**config.mk**
```make
export PLATFORM = sky130hd
export DESIGN_NAME = synth_prog_if
export DESIGN_NICKNAME = d
export VERILOG_FILES = /design/src/rtl/synth_prog_pkg.sv /design/src/rtl/synth_sync_pipe.sv /design/src/rtl/synth_prog_regs.sv /design/src/rtl/synth_cnt_sel.sv /design/src/rtl/synth_prog_if.sv
export SDC_FILE = /design/constraint.sdc
export NUM_CORES = 1
export LEC_CHECK = 0
export BUFFER_PORTS_ARGS = -buffer_cell sky130_fd_sc_hd__buf_4
export CELL_PAD_IN_SITES_DETAIL_PLACEMENT = 2
export CELL_PAD_IN_SITES_GLOBAL_PLACEMENT = 2
export CORE_MARGIN = 1
export CORE_UTILIZATION = 40
export CTS_CLUSTER_DIAMETER = 100
export CTS_CLUSTER_SIZE = 24
export DETAILED_ROUTE_END_ITERATION = 8
export HOLD_SLACK_MARGIN = 0.15
export PLACE_DENSITY_LB_ADDON = 0.25
export REMOVE_ABC_BUFFERS = 1
export SYNTH_ARGS = -nofsm -noshare
export SYNTH_HDL_FRONTEND = slang
export SYNTH_SLANG_ARGS = --single-unit
```
**constraint.sdc**
```tcl
create_clock -name clk_i -period 1.9 [get_ports clk_i]
set_input_delay 0.095 -clock clk_i [delete_from_list [all_inputs] [get_ports clk_i]]
set_output_delay 0.095 -clock clk_i [all_outputs]
set_load 0.005 [all_outputs]
```
**src/rtl/synth_prog_pkg.sv**
```systemverilog
package synth_prog_pkg;
  localparam int R_W    = 6;
  localparam int M_W    = 9;
  localparam int A_W    = 4;
  localparam int ENH_W  = 8;
  localparam int BUS_W  = 8;
  localparam int DR_W   = 4;
  localparam int DM_W   = 7;
  localparam int DA_W   = 4;
  localparam int SYNC_N = 2;

  localparam int PRIM_W = M_W + R_W + A_W + 1;
  localparam int A_LSB  = 1;
  localparam int R_LSB  = A_LSB + A_W;
  localparam int M_LSB  = R_LSB + R_W;
  // split parallel fields
  localparam int M_LO_W = BUS_W - 1;
  localparam int M_HI_W = M_W - M_LO_W;
  localparam int R_LO_W = BUS_W - A_W;
  localparam int R_HI_W = R_W - R_LO_W;

  // strobe bus bit positions
  localparam int STB_SCLK = 0;
  localparam int STB_SWR  = 1;
  localparam int STB_EWR  = 2;
  localparam int STB_M1   = 3;
  localparam int STB_M2   = 4;
  localparam int STB_A    = 5;
  localparam int STB_HOP  = 6;
  localparam int STB_N    = 7;

  typedef enum logic [1:0] {
    MODE_PAR = 2'd0,
    MODE_SER = 2'd1,
    MODE_DIR = 2'd2
  } mode_e;

  typedef struct packed {
    logic             bmode;
    logic             smode;
    logic             fsel_ser;
    logic             fsel_par;
    logic             enh_n;
    logic             dir_byp;
    logic [DR_W-1:0]  dir_r;
    logic [DM_W-1:0]  dir_m;
    logic [DA_W-1:0]  dir_a;
    logic [BUS_W-1:0] data;
    logic             sdata;
  } cfg_t;

  localparam int CFG_W = $bits(cfg_t);

  function automatic mode_e decode_mode(input logic bmode, input logic smode);
    if (bmode) return MODE_DIR;
    return smode ? MODE_SER : MODE_PAR;
  endfunction
endpackage

```
**src/rtl/synth_sync_pipe.sv**
```systemverilog
module synth_sync_pipe #(
  parameter int W      = 1,
  parameter int STAGES = 2
) (
  input  logic         clk_i,
  input  logic         rst_ni,
  input  logic [W-1:0] d_i,
  output logic [W-1:0] lvl_o,
  output logic [W-1:0] dly_o
);
  logic [W-1:0] stg [STAGES+1];

  for (genvar g = 0; g <= STAGES; g++) begin : g_stg
    if (g == 0) begin : g_first
      always_ff @(posedge clk_i or negedge rst_ni)
        if (!rst_ni) stg[g] <= '0;
        else         stg[g] <= d_i;
    end else begin : g_next
      always_ff @(posedge clk_i or negedge rst_ni)
        if (!rst_ni) stg[g] <= '0;
        else         stg[g] <= stg[g-1];
    end
  end

  assign lvl_o = stg[STAGES-1];
  assign dly_o = stg[STAGES];
endmodule

```
**src/rtl/synth_prog_regs.sv**
```systemverilog
module synth_prog_regs
  import synth_prog_pkg::*;
(
  input  logic              clk_i,
  input  logic              rst_ni,
  input  mode_e             mode_i,
  input  logic [BUS_W-1:0]  data_i,
  input  logic              sdata_i,
  input  logic              s_wr_lvl_i,
  input  logic              e_wr_lvl_i,
  input  logic [STB_N-1:0]  rise_i,
  output logic [PRIM_W-1:0] prim_o,
  output logic [PRIM_W-1:0] sec_o,
  output logic [ENH_W-1:0]  enh_o
);
  logic [PRIM_W-1:0] prim_q, prim_d, sec_q;
  logic [ENH_W-1:0]  enh_q, enh_d;
  logic ser, par, shift_ok, prim_shift, enh_shift, enh_wr, copy;

  assign ser        = (mode_i == MODE_SER);
  assign par        = (mode_i == MODE_PAR);
  assign shift_ok   = ser && !s_wr_lvl_i && rise_i[STB_SCLK];
  assign prim_shift = shift_ok && !e_wr_lvl_i;
  assign enh_shift  = shift_ok && e_wr_lvl_i;
  assign enh_wr     = par && rise_i[STB_EWR];
  assign copy       = (ser && rise_i[STB_SWR]) || (!(mode_i == MODE_DIR) && rise_i[STB_HOP]);

  always_comb begin
    prim_d = prim_q;
    if (prim_shift) prim_d = {prim_q[PRIM_W-2:0], sdata_i};
    if (par && rise_i[STB_M1]) begin
      prim_d[0]                 = data_i[BUS_W-1];
      prim_d[M_LSB +: M_LO_W]   = data_i[M_LO_W-1:0];
    end
    if (par && rise_i[STB_M2]) begin
      prim_d[R_LSB+R_LO_W +: R_HI_W] = data_i[M_HI_W +: R_HI_W];
      prim_d[M_LSB+M_LO_W +: M_HI_W] = data_i[M_HI_W-1:0];
    end
    if (par && rise_i[STB_A]) begin
      prim_d[R_LSB +: R_LO_W] = data_i[A_W +: R_LO_W];
      prim_d[A_LSB +: A_W]    = data_i[A_W-1:0];
    end
  end

  always_comb begin
    enh_d = enh_q;
    if (enh_shift)   enh_d = {enh_q[ENH_W-2:0], sdata_i};
    else if (enh_wr) enh_d = data_i[ENH_W-1:0];
  end

  always_ff @(posedge clk_i or negedge rst_ni) begin
    if (!rst_ni) begin
      prim_q <= '0;
      sec_q  <= '0;
      enh_q  <= '0;
    end else begin
      prim_q <= prim_d;
      enh_q  <= enh_d;
      if (copy) sec_q <= prim_q;
    end
  end

  assign prim_o = prim_q;
  assign sec_o  = sec_q;
  assign enh_o  = enh_q;


  copy_takes_prim_chk: assert property (@(posedge clk_i) disable iff (!rst_ni)
    copy |=> sec_q == $past(prim_q));

  sec_hold_chk: assert property (@(posedge clk_i) disable iff (!rst_ni)
    !copy |=> $stable(sec_q));

  prim_direct_hold_chk: assert property (@(posedge clk_i) disable iff (!rst_ni)
    (mode_i == MODE_DIR) |=> $stable(prim_q));

  enh_hold_chk: assert property (@(posedge clk_i) disable iff (!rst_ni)
    (!enh_shift && !enh_wr) |=> $stable(enh_q));
endmodule

```
**src/rtl/synth_cnt_sel.sv**
```systemverilog
module synth_cnt_sel
  import synth_prog_pkg::*;
(
  input  cfg_t              cfg_i,
  input  logic [PRIM_W-1:0] prim_i,
  input  logic [PRIM_W-1:0] sec_i,
  input  logic [ENH_W-1:0]  enh_i,
  output logic [R_W-1:0]    r_o,
  output logic [M_W-1:0]    m_o,
  output logic [A_W-1:0]    a_o,
  output logic              byp_o,
  output logic [ENH_W-1:0]  enh_o
);
  mode_e             mode;
  logic              use_prim;
  logic [PRIM_W-1:0] src;

  assign mode     = decode_mode(cfg_i.bmode, cfg_i.smode);
  assign use_prim = (mode == MODE_SER) ? cfg_i.fsel_ser : cfg_i.fsel_par;
  assign src      = use_prim ? prim_i : sec_i;

  always_comb begin
    r_o = '0;
    m_o = '0;
    a_o = '0;
    if (mode == MODE_DIR) begin
      r_o[DR_W-1:0] = cfg_i.dir_r;
      m_o[DM_W-1:0] = cfg_i.dir_m;
      a_o[DA_W-1:0] = cfg_i.dir_a;
      byp_o         = cfg_i.dir_byp;
    end else begin
      r_o   = src[R_LSB +: R_W];
      m_o   = src[M_LSB +: M_W];
      a_o   = src[A_LSB +: A_W];
      byp_o = src[0];
    end
  end

  assign enh_o = cfg_i.enh_n ? '0 : enh_i;
endmodule

```
**src/rtl/synth_prog_if.sv**
```systemverilog
module synth_prog_if
  import synth_prog_pkg::*;
(
  input  logic             clk_i,
  input  logic             rst_ni,
  input  logic             bmode_i,
  input  logic             smode_i,
  input  logic             sclk_i,
  input  logic             sdata_i,
  input  logic             s_wr_i,
  input  logic             e_wr_i,
  input  logic             m1_wr_i,
  input  logic             m2_wr_i,
  input  logic             a_wr_i,
  input  logic             hop_wr_i,
  input  logic [BUS_W-1:0] data_i,
  input  logic             fsel_ser_i,
  input  logic             fsel_par_i,
  input  logic             enh_n_i,
  input  logic [DR_W-1:0]  dir_r_i,
  input  logic [DM_W-1:0]  dir_m_i,
  input  logic [DA_W-1:0]  dir_a_i,
  input  logic             dir_byp_i,
  output logic [R_W-1:0]   r_cnt_o,
  output logic [M_W-1:0]   m_cnt_o,
  output logic [A_W-1:0]   a_cnt_o,
  output logic             presc_byp_o,
  output logic [ENH_W-1:0] enh_o
);
  cfg_t              cfg_in, cfg_lvl, cfg_dly;
  logic [CFG_W-1:0]  cfg_lvl_raw, cfg_dly_raw;
  logic [STB_N-1:0]  stb_in, stb_lvl, stb_dly, stb_rise;
  logic [PRIM_W-1:0] prim, sec;
  logic [ENH_W-1:0]  enh;

  assign cfg_in = '{bmode: bmode_i, smode: smode_i, fsel_ser: fsel_ser_i,
                    fsel_par: fsel_par_i, enh_n: enh_n_i, dir_byp: dir_byp_i,
                    dir_r: dir_r_i, dir_m: dir_m_i, dir_a: dir_a_i,
                    data: data_i, sdata: sdata_i};

  assign stb_in = {hop_wr_i, a_wr_i, m2_wr_i, m1_wr_i, e_wr_i, s_wr_i, sclk_i};

  // config takes the delayed tap so it lines up with strobe-driven register updates
  synth_sync_pipe #(.W(CFG_W), .STAGES(SYNC_N)) u_cfg_sync (
    .clk_i(clk_i), .rst_ni(rst_ni), .d_i(cfg_in),
    .lvl_o(cfg_lvl_raw), .dly_o(cfg_dly_raw)
  );
  assign cfg_lvl = cfg_t'(cfg_lvl_raw);
  assign cfg_dly = cfg_t'(cfg_dly_raw);

  synth_sync_pipe #(.W(STB_N), .STAGES(SYNC_N)) u_stb_sync (
    .clk_i(clk_i), .rst_ni(rst_ni), .d_i(stb_in),
    .lvl_o(stb_lvl), .dly_o(stb_dly)
  );
  assign stb_rise = stb_lvl & ~stb_dly;

  synth_prog_regs u_regs (
    .clk_i     (clk_i),
    .rst_ni    (rst_ni),
    .mode_i    (decode_mode(cfg_lvl.bmode, cfg_lvl.smode)),
    .data_i    (cfg_lvl.data),
    .sdata_i   (cfg_lvl.sdata),
    .s_wr_lvl_i(stb_lvl[STB_SWR]),
    .e_wr_lvl_i(stb_lvl[STB_EWR]),
    .rise_i    (stb_rise),
    .prim_o    (prim),
    .sec_o     (sec),
    .enh_o     (enh)
  );

  synth_cnt_sel u_sel (
    .cfg_i (cfg_dly),
    .prim_i(prim),
    .sec_i (sec),
    .enh_i (enh),
    .r_o   (r_cnt_o),
    .m_o   (m_cnt_o),
    .a_o   (a_cnt_o),
    .byp_o (presc_byp_o),
    .enh_o (enh_o)
  );


  rise_single_chk: assert property (@(posedge clk_i) disable iff (!rst_ni)
    stb_rise[STB_SCLK] |=> !stb_rise[STB_SCLK]);

  enh_gate_chk: assert property (@(posedge clk_i) disable iff (!rst_ni)
    cfg_dly.enh_n |-> enh_o == '0);

  direct_a_chk: assert property (@(posedge clk_i) disable iff (!rst_ni)
    cfg_dly.bmode |-> a_cnt_o == $past(cfg_lvl.dir_a));

  direct_m_chk: assert property (@(posedge clk_i) disable iff (!rst_ni)
    cfg_dly.bmode |-> m_cnt_o == M_W'($past(cfg_lvl.dir_m)));
endmodule

```
## Yosys cells after proc, flatten, opt, wreduce, memory -nomap -nowiden

Index checks and enable logic that the tools add are counted.

| storage, ports and cells | value |
|---|---|
| register bits | 159 |
| logic and storage cells | 61 |

| operators by class | value |
|---|---|
| eq/ne operators | 4 |
| multiplexer cells | 25 |
| bitwise operators | 2 |
| reductions and logical operators | 19 |

Operator list:

| cell | count |
|---|---|
| $mux W20 | 2 |
| $mux W8 | 4 |
| $mux W2 | 8 |
| $mux W7 | 2 |
| $logic_and A1 B1 Y1 | 10 |
| $mux W4 | 2 |
| $reduce_bool A2 Y1 | 4 |
| $and A7 B7 Y7 | 1 |
| $mux W1 | 7 |
| $not A7 Y7 | 1 |
| $eq A2 B1 Y1 const B | 2 |
| $eq A2 B2 Y1 const B | 2 |
| $logic_not A1 Y1 | 3 |
| $logic_not A2 Y1 | 1 |
| $logic_or A1 B1 Y1 | 1 |

## Longest topological paths before layout

| logic depth | value |
|---|---|
| depth in word-level cells | 8 |
| mapped depth | 6 |
| mapped depth without buffers | 3 |

## Hierarchy

A second synthesis with hierarchy kept.

| second synthesis, totals | value |
|---|---|
| cell total of the unflattened synthesis | 408 |
| area total of the unflattened synthesis | 6158.4 µm² |

By module, submodules not included:

| module | instances | cells each | area each (µm²) | seq. area each (µm²) |
|---|---|---|---|---|
| synth_sync_pipe at u_cfg_sync | 1 | 150 | 2702.6 | 2252.2 |
| synth_prog_regs | 1 | 144 | 2258.4 | 1201.2 |
| synth_sync_pipe at u_stb_sync | 1 | 35 | 630.6 | 525.5 |
| synth_cnt_sel | 1 | 71 | 456.7 | 0.0 |
| synth_prog_if | 1 | 8 | 110.1 | 0.0 |

## Least setup slack after synthesis

OpenSTA, ideal clock, no wires.

| timing | value |
|---|---|
| kind | register to register |
| from | reg u_cfg_sync.stg, in the netlist u_cfg_sync.lvl_o[28] |
| to | reg u_regs.enh_q[1] (netlist: u_regs.enh_o[1]) |
| setup time | 0.125 ns |
| data arrival time | 1.592 ns |
| required time | 1.775 ns |
| path slack | 0.183 ns |
| cell stages (with the launch flop) | 5 |
| period minus slack after synthesis | 1.717 ns |
| cells stage by stage | dfrtp_1 > buf_6 > nor4b_4 > mux2_2 > mux2_2 |

| between the ends | value |
|---|---|
| cells in the longest elaborated chain, start to end | 7 |
| elaborated cells on any way between the ends | 10 |
| classes of those cells | 1 x eq/ne; 3 x mux; 6 x reduce/logical |

RTL lines:

| element | line | RTL |
|---|---|---|
| start, declared | synth_sync_pipe.sv:11 | `logic [W-1:0] stg [STAGES+1];` |
| start signal, assigned by index | synth_sync_pipe.sv:21 | `else stg[g] <= stg[g-1];` |
| $mux W1 * | synth_prog_pkg.sv:56 | `return smode ? MODE_SER : MODE_PAR;` |
| $mux W2 * | synth_prog_pkg.sv:56 |  |
| $eq A2 B1 Y1 | synth_prog_regs.sv:20 | `assign ser = (mode_i == MODE_SER);` |
| $logic_and A1 B1 Y1 (2 in a row) | synth_prog_regs.sv:22 | `assign shift_ok = ser && !s_wr_lvl_i && rise_i[STB_SCLK];` |
| $logic_and A1 B1 Y1 | synth_prog_regs.sv:24 | `assign enh_shift = shift_ok && e_wr_lvl_i;` |
| $mux W8 or $reduce_bool A2 Y1 (tied branches) | n/a |  |
| end signal, assigned | synth_prog_regs.sv:58 | `enh_q <= enh_d;` |
| end, declared | synth_prog_regs.sv:17 | `logic [ENH_W-1:0] enh_q, enh_d;` |

Every way passes the cells marked *; elsewhere a longest branch is shown, timed or not.
A chain may end at the register's enable or synchronous reset.

## Final worst setup path

| timing | value |
|---|---|
| from | reg u_cfg_sync.stg, in the netlist u_cfg_sync.dly_o[28] |
| to | out m_cnt_o[4] |

| between the ends | value |
|---|---|
| cells in the longest elaborated chain, start to end | 6 |
| elaborated cells on any way between the ends | 7 |
| classes of those cells | 2 x eq/ne; 5 x mux |

RTL lines:

| element | line | RTL |
|---|---|---|
| $mux W1 * | synth_prog_pkg.sv:56 |  |
| $mux W2 * | synth_prog_pkg.sv:56 |  |
| $eq A2 B1 Y1 | synth_cnt_sel.sv:19 | `assign use_prim = (mode == MODE_SER) ? cfg_i.fsel_ser : cfg_i.fsel_par;` |
| $mux W1 | synth_cnt_sel.sv:19 |  |
| $mux W20 | synth_cnt_sel.sv:20 | `assign src = use_prim ? prim_i : sec_i;` |
| $mux W7 * | synth_cnt_sel.sv:26 | `if (mode == MODE_DIR) begin` |
| end, declared | synth_prog_if.sv:25 | `output logic [M_W-1:0] m_cnt_o,` |

Marked as above.

==> impl_results.html <==
<table>
<tr><th>Metric</th><th>Value</th></tr>
<tr><th colspan="2">Clock tree</th></tr>
<tr><td>Number of clock buffers inserted by TritonCTS</td><td>17</td></tr>
<tr><td>Number of buffers on the longest clock path</td><td>2</td></tr>
<tr><td>Source-to-sink clock delay at the later pin of the worst-skew pair</td><td>0.43 ns</td></tr>
<tr><td>Buffer cell driving the clock tree root</td><td>sky130_fd_sc_hd__clkbuf_16</td></tr>
<tr><td>TritonCTS clock tree</td><td>done</td></tr>
<tr><td>Clock slew at reported path FFs</td><td>0.06 ns</td></tr>
<tr><td>Sinks on Clock Net</td><td>150</td></tr>
<tr><td>CTS H-tree lvls</td><td>4</td></tr>
<tr><th colspan="2">Die</th></tr>
<tr><td>Number of standard-cell rows in the floorplan</td><td>41</td></tr>
<tr><td>Initial Utilization</td><td>41.4%</td></tr>
<tr><td>I/O pin cnt</td><td>67</td></tr>
<tr><td>Area of the placeable core</td><td>12,700 um^2</td></tr>
<tr><td>Die Span X</td><td>117 um</td></tr>
<tr><td>Area enclosed by the die boundary</td><td>between 10,000 and 15,000 um^2</td></tr>
<tr><td>Chip Height</td><td>117 um</td></tr>
<tr><th colspan="2">Drt</th></tr>
<tr><td>Drt drc</td><td>0</td></tr>
<tr><td>Vias post-DR</td><td>3,470</td></tr>
<tr><td>DR iter-0 viols</td><td>187</td></tr>
<tr><td>First-pass iteration count of the detailed router</td><td>4</td></tr>
<tr><td>Drt via density</td><td>5.13</td></tr>
<tr><td>Drt wl/cell</td><td>24.2 um</td></tr>
<tr><td>Count of antenna-violating nets left after detailed routing</td><td>0</td></tr>
<tr><td>Total length of routed wires</td><td>16,400 um</td></tr>
<tr><th colspan="2">Synthesis</th></tr>
<tr><td>Gate Count Post-Synth</td><td>362</td></tr>
<tr><td>Most frequently used flop master after synthesis</td><td>sky130_fd_sc_hd__dfrtp_1</td></tr>
<tr><td>Library cell with the largest summed area after synthesis</td><td>sky130_fd_sc_hd__dfrtp_1</td></tr>
<tr><td>Avg Inst Size Synth</td><td>14.6 um^2</td></tr>
<tr><td>Netlist area before placement</td><td>5270 um^2</td></tr>
<tr><td>Share of the yosys chip area belonging to registers</td><td>between 70% and 80%</td></tr>
<tr><td>Yosys warnings</td><td>0</td></tr>
<tr><td>Fraction of post-synthesis cell area in the top cell type by area</td><td>71.2%</td></tr>
<tr><td>Distinct cell type count after synthesis</td><td>28</td></tr>
<tr><td>Number of enable flip-flop cells after synthesis</td><td>0</td></tr>
<tr><td>Post-synthesis register bit count</td><td>150</td></tr>
<tr><td>Area contributors post-synth</td><td>sky130_fd_sc_hd__dfrtp_1 (71%), sky130_fd_sc_hd__mux2_2 (7.3%), sky130_fd_sc_hd__mux2i_1 (4.4%)</td></tr>
<tr><td>Fraction of registers with async set or reset after synthesis</td><td>100%</td></tr>
<tr><th colspan="2">Final layout</th></tr>
<tr><td>Ant diodes</td><td>0</td></tr>
<tr><td>Final cell count without fillers</td><td>677</td></tr>
<tr><td>Nets</td><td>roughly 530</td></tr>
<tr><td>Number of fill cells in the layout</td><td>1,160</td></tr>
<tr><td>Finished layout cell area</td><td>7260 um^2</td></tr>
<tr><td>Ratio of cells with drive above 1 in the final layout</td><td>35.4%</td></tr>
<tr><td>Synth-to-layout area growth</td><td>37.7%</td></tr>
<tr><th colspan="2">STA</th></tr>
<tr><td>Finish-stage setup viols</td><td>17</td></tr>
<tr><td>Final number of max-transition violations</td><td>0</td></tr>
<tr><td>Part of the cycle the worst path needs</td><td>106%</td></tr>
<tr><td>Worst clock skew</td><td>0.0101 ns</td></tr>
<tr><td>Final critical-path setup slack</td><td>-0.112 ns</td></tr>
<tr><td>RSZ-0062 raised after global routing</td><td>yes</td></tr>
<tr><td>Post-layout minimum cycle time</td><td>~2 ns</td></tr>
<tr><td>Final number of hold-violating endpoints</td><td>0</td></tr>
<tr><td>Worst slew margin</td><td>between 60% and 70%</td></tr>
<tr><td>Maximum clock frequency</td><td>about 500 MHz</td></tr>
<tr><td>Worst-Margin Slew</td><td>0.600 ns</td></tr>
<tr><th colspan="2">Place</th></tr>
<tr><td>Total placed cells including tap cells</td><td>603</td></tr>
<tr><td>DP HPWL</td><td>8450 um</td></tr>
<tr><td>Placed cell area</td><td>6120 um^2</td></tr>
<tr><td>Buffers added on ports</td><td>between 60 and 70</td></tr>
<tr><td>Final weighted congestion of routability-driven global placement</td><td>0.793</td></tr>
<tr><th colspan="2">GRT</th></tr>
<tr><td>Maximum number of pins on one net before global-route repair</td><td>63</td></tr>
<tr><td>Number of global-route vias before repair</td><td>roughly 4,100</td></tr>
<tr><td>Grt total ovfl</td><td>0</td></tr>
<tr><td>Global-route wire length before repair</td><td>24,100 um</td></tr>
<tr><td>Number of antenna violations at the first check in global routing</td><td>0</td></tr>
<tr><td>Overall global routing resource usage</td><td>25.5%</td></tr>
<tr><th colspan="2">Pwr</th></tr>
<tr><td>Static power due to leakage</td><td>3.24 nW</td></tr>
<tr><td>Power per cell area</td><td>1180 nW/um^2</td></tr>
<tr><td>Peak VDD IR</td><td>0.811 mV</td></tr>
<tr><th colspan="2">Critical path</th></tr>
<tr><td>Critical-path maximum fanout</td><td>5</td></tr>
<tr><td>Type of the worst setup path</td><td>reg -&gt; out</td></tr>
<tr><td>Critical Path Start Type</td><td>flop</td></tr>
<tr><td>Worst-case reg-to-reg path depth</td><td>4</td></tr>
<tr><td>Signal arrival time at the worst endpoint</td><td>1.92 ns</td></tr>
<tr><td>Sort of element at the end of the critical path</td><td>output pin</td></tr>
<tr><td>Required time at the endpoint of the critical path</td><td>1.80 ns</td></tr>
<tr><td>Setup slack of the worst register-to-register path</td><td>about 0.12 ns</td></tr>
<tr><th colspan="2">Min path</th></tr>
<tr><td>Worst hold path class</td><td>in -&gt; async</td></tr>
<tr><th colspan="2">Run status</th></tr>
<tr><td>Status</td><td>finished, violations left</td></tr>
<tr><td>Failing checks</td><td>setup timing</td></tr>
<tr><th colspan="2">Job</th></tr>
<tr><td># Max-Cap Violations</td><td>0</td></tr>
</table>
## where the power goes
group | internal, W | switching (W) | total, W
clock network | 0.00204 | 0.00136 | 0.00339
registers | 0.00359 | 0.000382 | 0.00397
logic | 0.000684 | 0.000523 | 0.00121
total | 0.00631 | 0.00226 | 0.00857
## final timing paths
path / to / from
max: m_cnt_o[4] / u_cfg_sync.dly_o[28]
min: u_cfg_sync.dly_o[12] / rst_ni
max reg2reg: u_regs.enh_o[5] / u_cfg_sync.lvl_o[28]
min reg2reg: u_cfg_sync.lvl_o[4] / u_cfg_sync.stg[64]
max in group asynchronous: u_cfg_sync.lvl_o[28] / rst_ni
min in group clk_i: u_cfg_sync.stg[74] / dir_m_i[1]
## Yosys cell counts (2+ instances only)
| library cell | count |
|---|---|
| sky130_fd_sc_hd__nor3_1 | 3 |
| sky130_fd_sc_hd__a221o_1 | 3 |
| sky130_fd_sc_hd__clkbuf_1 | 8 |
| sky130_fd_sc_hd__buf_2 | 8 |
| sky130_fd_sc_hd__nor2_1 | 8 |
| sky130_fd_sc_hd__nand4_1 | 5 |
| sky130_fd_sc_hd__or4b_1 | 2 |
| sky130_fd_sc_hd__inv_1 | 14 |
| sky130_fd_sc_hd__or3b_1 | 2 |
| sky130_fd_sc_hd__nor4b_2 | 3 |
| sky130_fd_sc_hd__nand2_1 | 35 |
| sky130_fd_sc_hd__o21ai_0 | 17 |
| sky130_fd_sc_hd__nor2b_1 | 9 |
| sky130_fd_sc_hd__mux2i_1 | 23 |
| sky130_fd_sc_hd__o221ai_1 | 2 |
| sky130_fd_sc_hd__dfrtp_1 | 150 |
| sky130_fd_sc_hd__mux2_2 | 34 |
| sky130_fd_sc_hd__buf_6 | 2 |
| sky130_fd_sc_hd__o211ai_1 | 25 |
## worst max-delay path, stage by stage (launching register included)
cell and delay, ns:
sky130_fd_sc_hd__dfrtp_1 0.39, sky130_fd_sc_hd__mux2i_4 0.28, sky130_fd_sc_hd__buf_12 0.16, sky130_fd_sc_hd__buf_12 0.15
sky130_fd_sc_hd__mux2i_4 0.24, sky130_fd_sc_hd__o21ai_1 0.11, sky130_fd_sc_hd__buf_4 0.16
## state kept, by name (all words and copies together), names as in the netlist
name,flops
u_cfg_sync.stg,30
u_cfg_sync.lvl_o,30
u_stb_sync.stg,7
u_stb_sync.lvl_o,7
u_regs.enh_o,8
u_regs.sec_o,20
u_regs.prim_o,20
u_cfg_sync.dly_o,21
u_stb_sync.dly_o,7
## final cells by class
cell class	count	area, um^2	area share (%)
Clock buffer	21	470	6.48
Clock inverter	11	125	1.72
Inverter	14	52.6	0.724
Multi-Input combinational cell	180	1460	20.1
Sequential cell	150	3760	51.7
Tap cell	172	215	2.97
Timing Repair Buffer	129	1180	16.2
## cells in the final DEF, fill, tap and decap left out, types with 4 or more instances in the layout
master,count
sky130_fd_sc_hd__buf_12,6
sky130_fd_sc_hd__mux2_2,34
sky130_fd_sc_hd__o211ai_1,25
sky130_fd_sc_hd__nand2_1,35
sky130_fd_sc_hd__o21ai_1,13
sky130_fd_sc_hd__dlygate4sd3_1,38
sky130_fd_sc_hd__nor2_1,7
sky130_fd_sc_hd__buf_4,82
sky130_fd_sc_hd__inv_1,14
sky130_fd_sc_hd__clkbuf_16,19
sky130_fd_sc_hd__mux2i_4,4
sky130_fd_sc_hd__nand4_1,5
sky130_fd_sc_hd__mux2i_1,13
sky130_fd_sc_hd__dfrtp_1,148
sky130_fd_sc_hd__mux2i_2,6
sky130_fd_sc_hd__clkinvlp_4,5
sky130_fd_sc_hd__nor2b_1,9
## metal layers
metal | vias up | share of wire, % | GRT usage (%) | wire length (um)
met4 | 0 | 2.6 | 9.70 | 419
met5 | - | 0 | 0 | 0
met3 | 28 | 3.6 | 7.67 | 586
li1 | 1523 | - | - | -
met1 | 1823 | 39 | 29.0 | 6390
met2 | 96 | 55 | 45.4 | 8960
## metrics by stage
stage	worst slack [ns]	setup TNS (ns)	power, W	hold WS [ns]	utilization [%]
after floorplan	-0.479	-17.87	0.00436	-0.201	-
after global placement	0.155	0	0.00483	0.119	48.1
after detailed placement	0.0506	0	0.00494	0.131	48.1
after CTS	-0.0734	-0.806	0.00847	0.249	56.2
after global routing	-0.165	-2.18	0.00891	0.271	57.1
final	-0.112	-0.799	0.00857	0.236	57.1
## logic make-up after synthesis
kind of cell | count (synthesis) | synth area share (%)
flip-flops | 150 | 71.2
AND/OR/NAND/NOR | 73 | 7.91
multiplexers | 57 | 11.6
AO/OA/AOI/OAI | 50 | 6.48
buffers and inverters | 32 | 2.75
## repair_timing
| item | 4_1_cts | 5_1_grt |
|---|---|---|
| buffers inserted | 1 | 1 |
| endpoints found under the setup margin | 17 | 27 |
| endpoints found under the hold margin | 153 | 0 |
| gates resized for setup | 16 | 17 |
| hold buffers | 38 | 0 |
| pin swaps | 0 | 1 |
| gates cloned | 1 | 2 |
(Power assumes the default switching activity.)
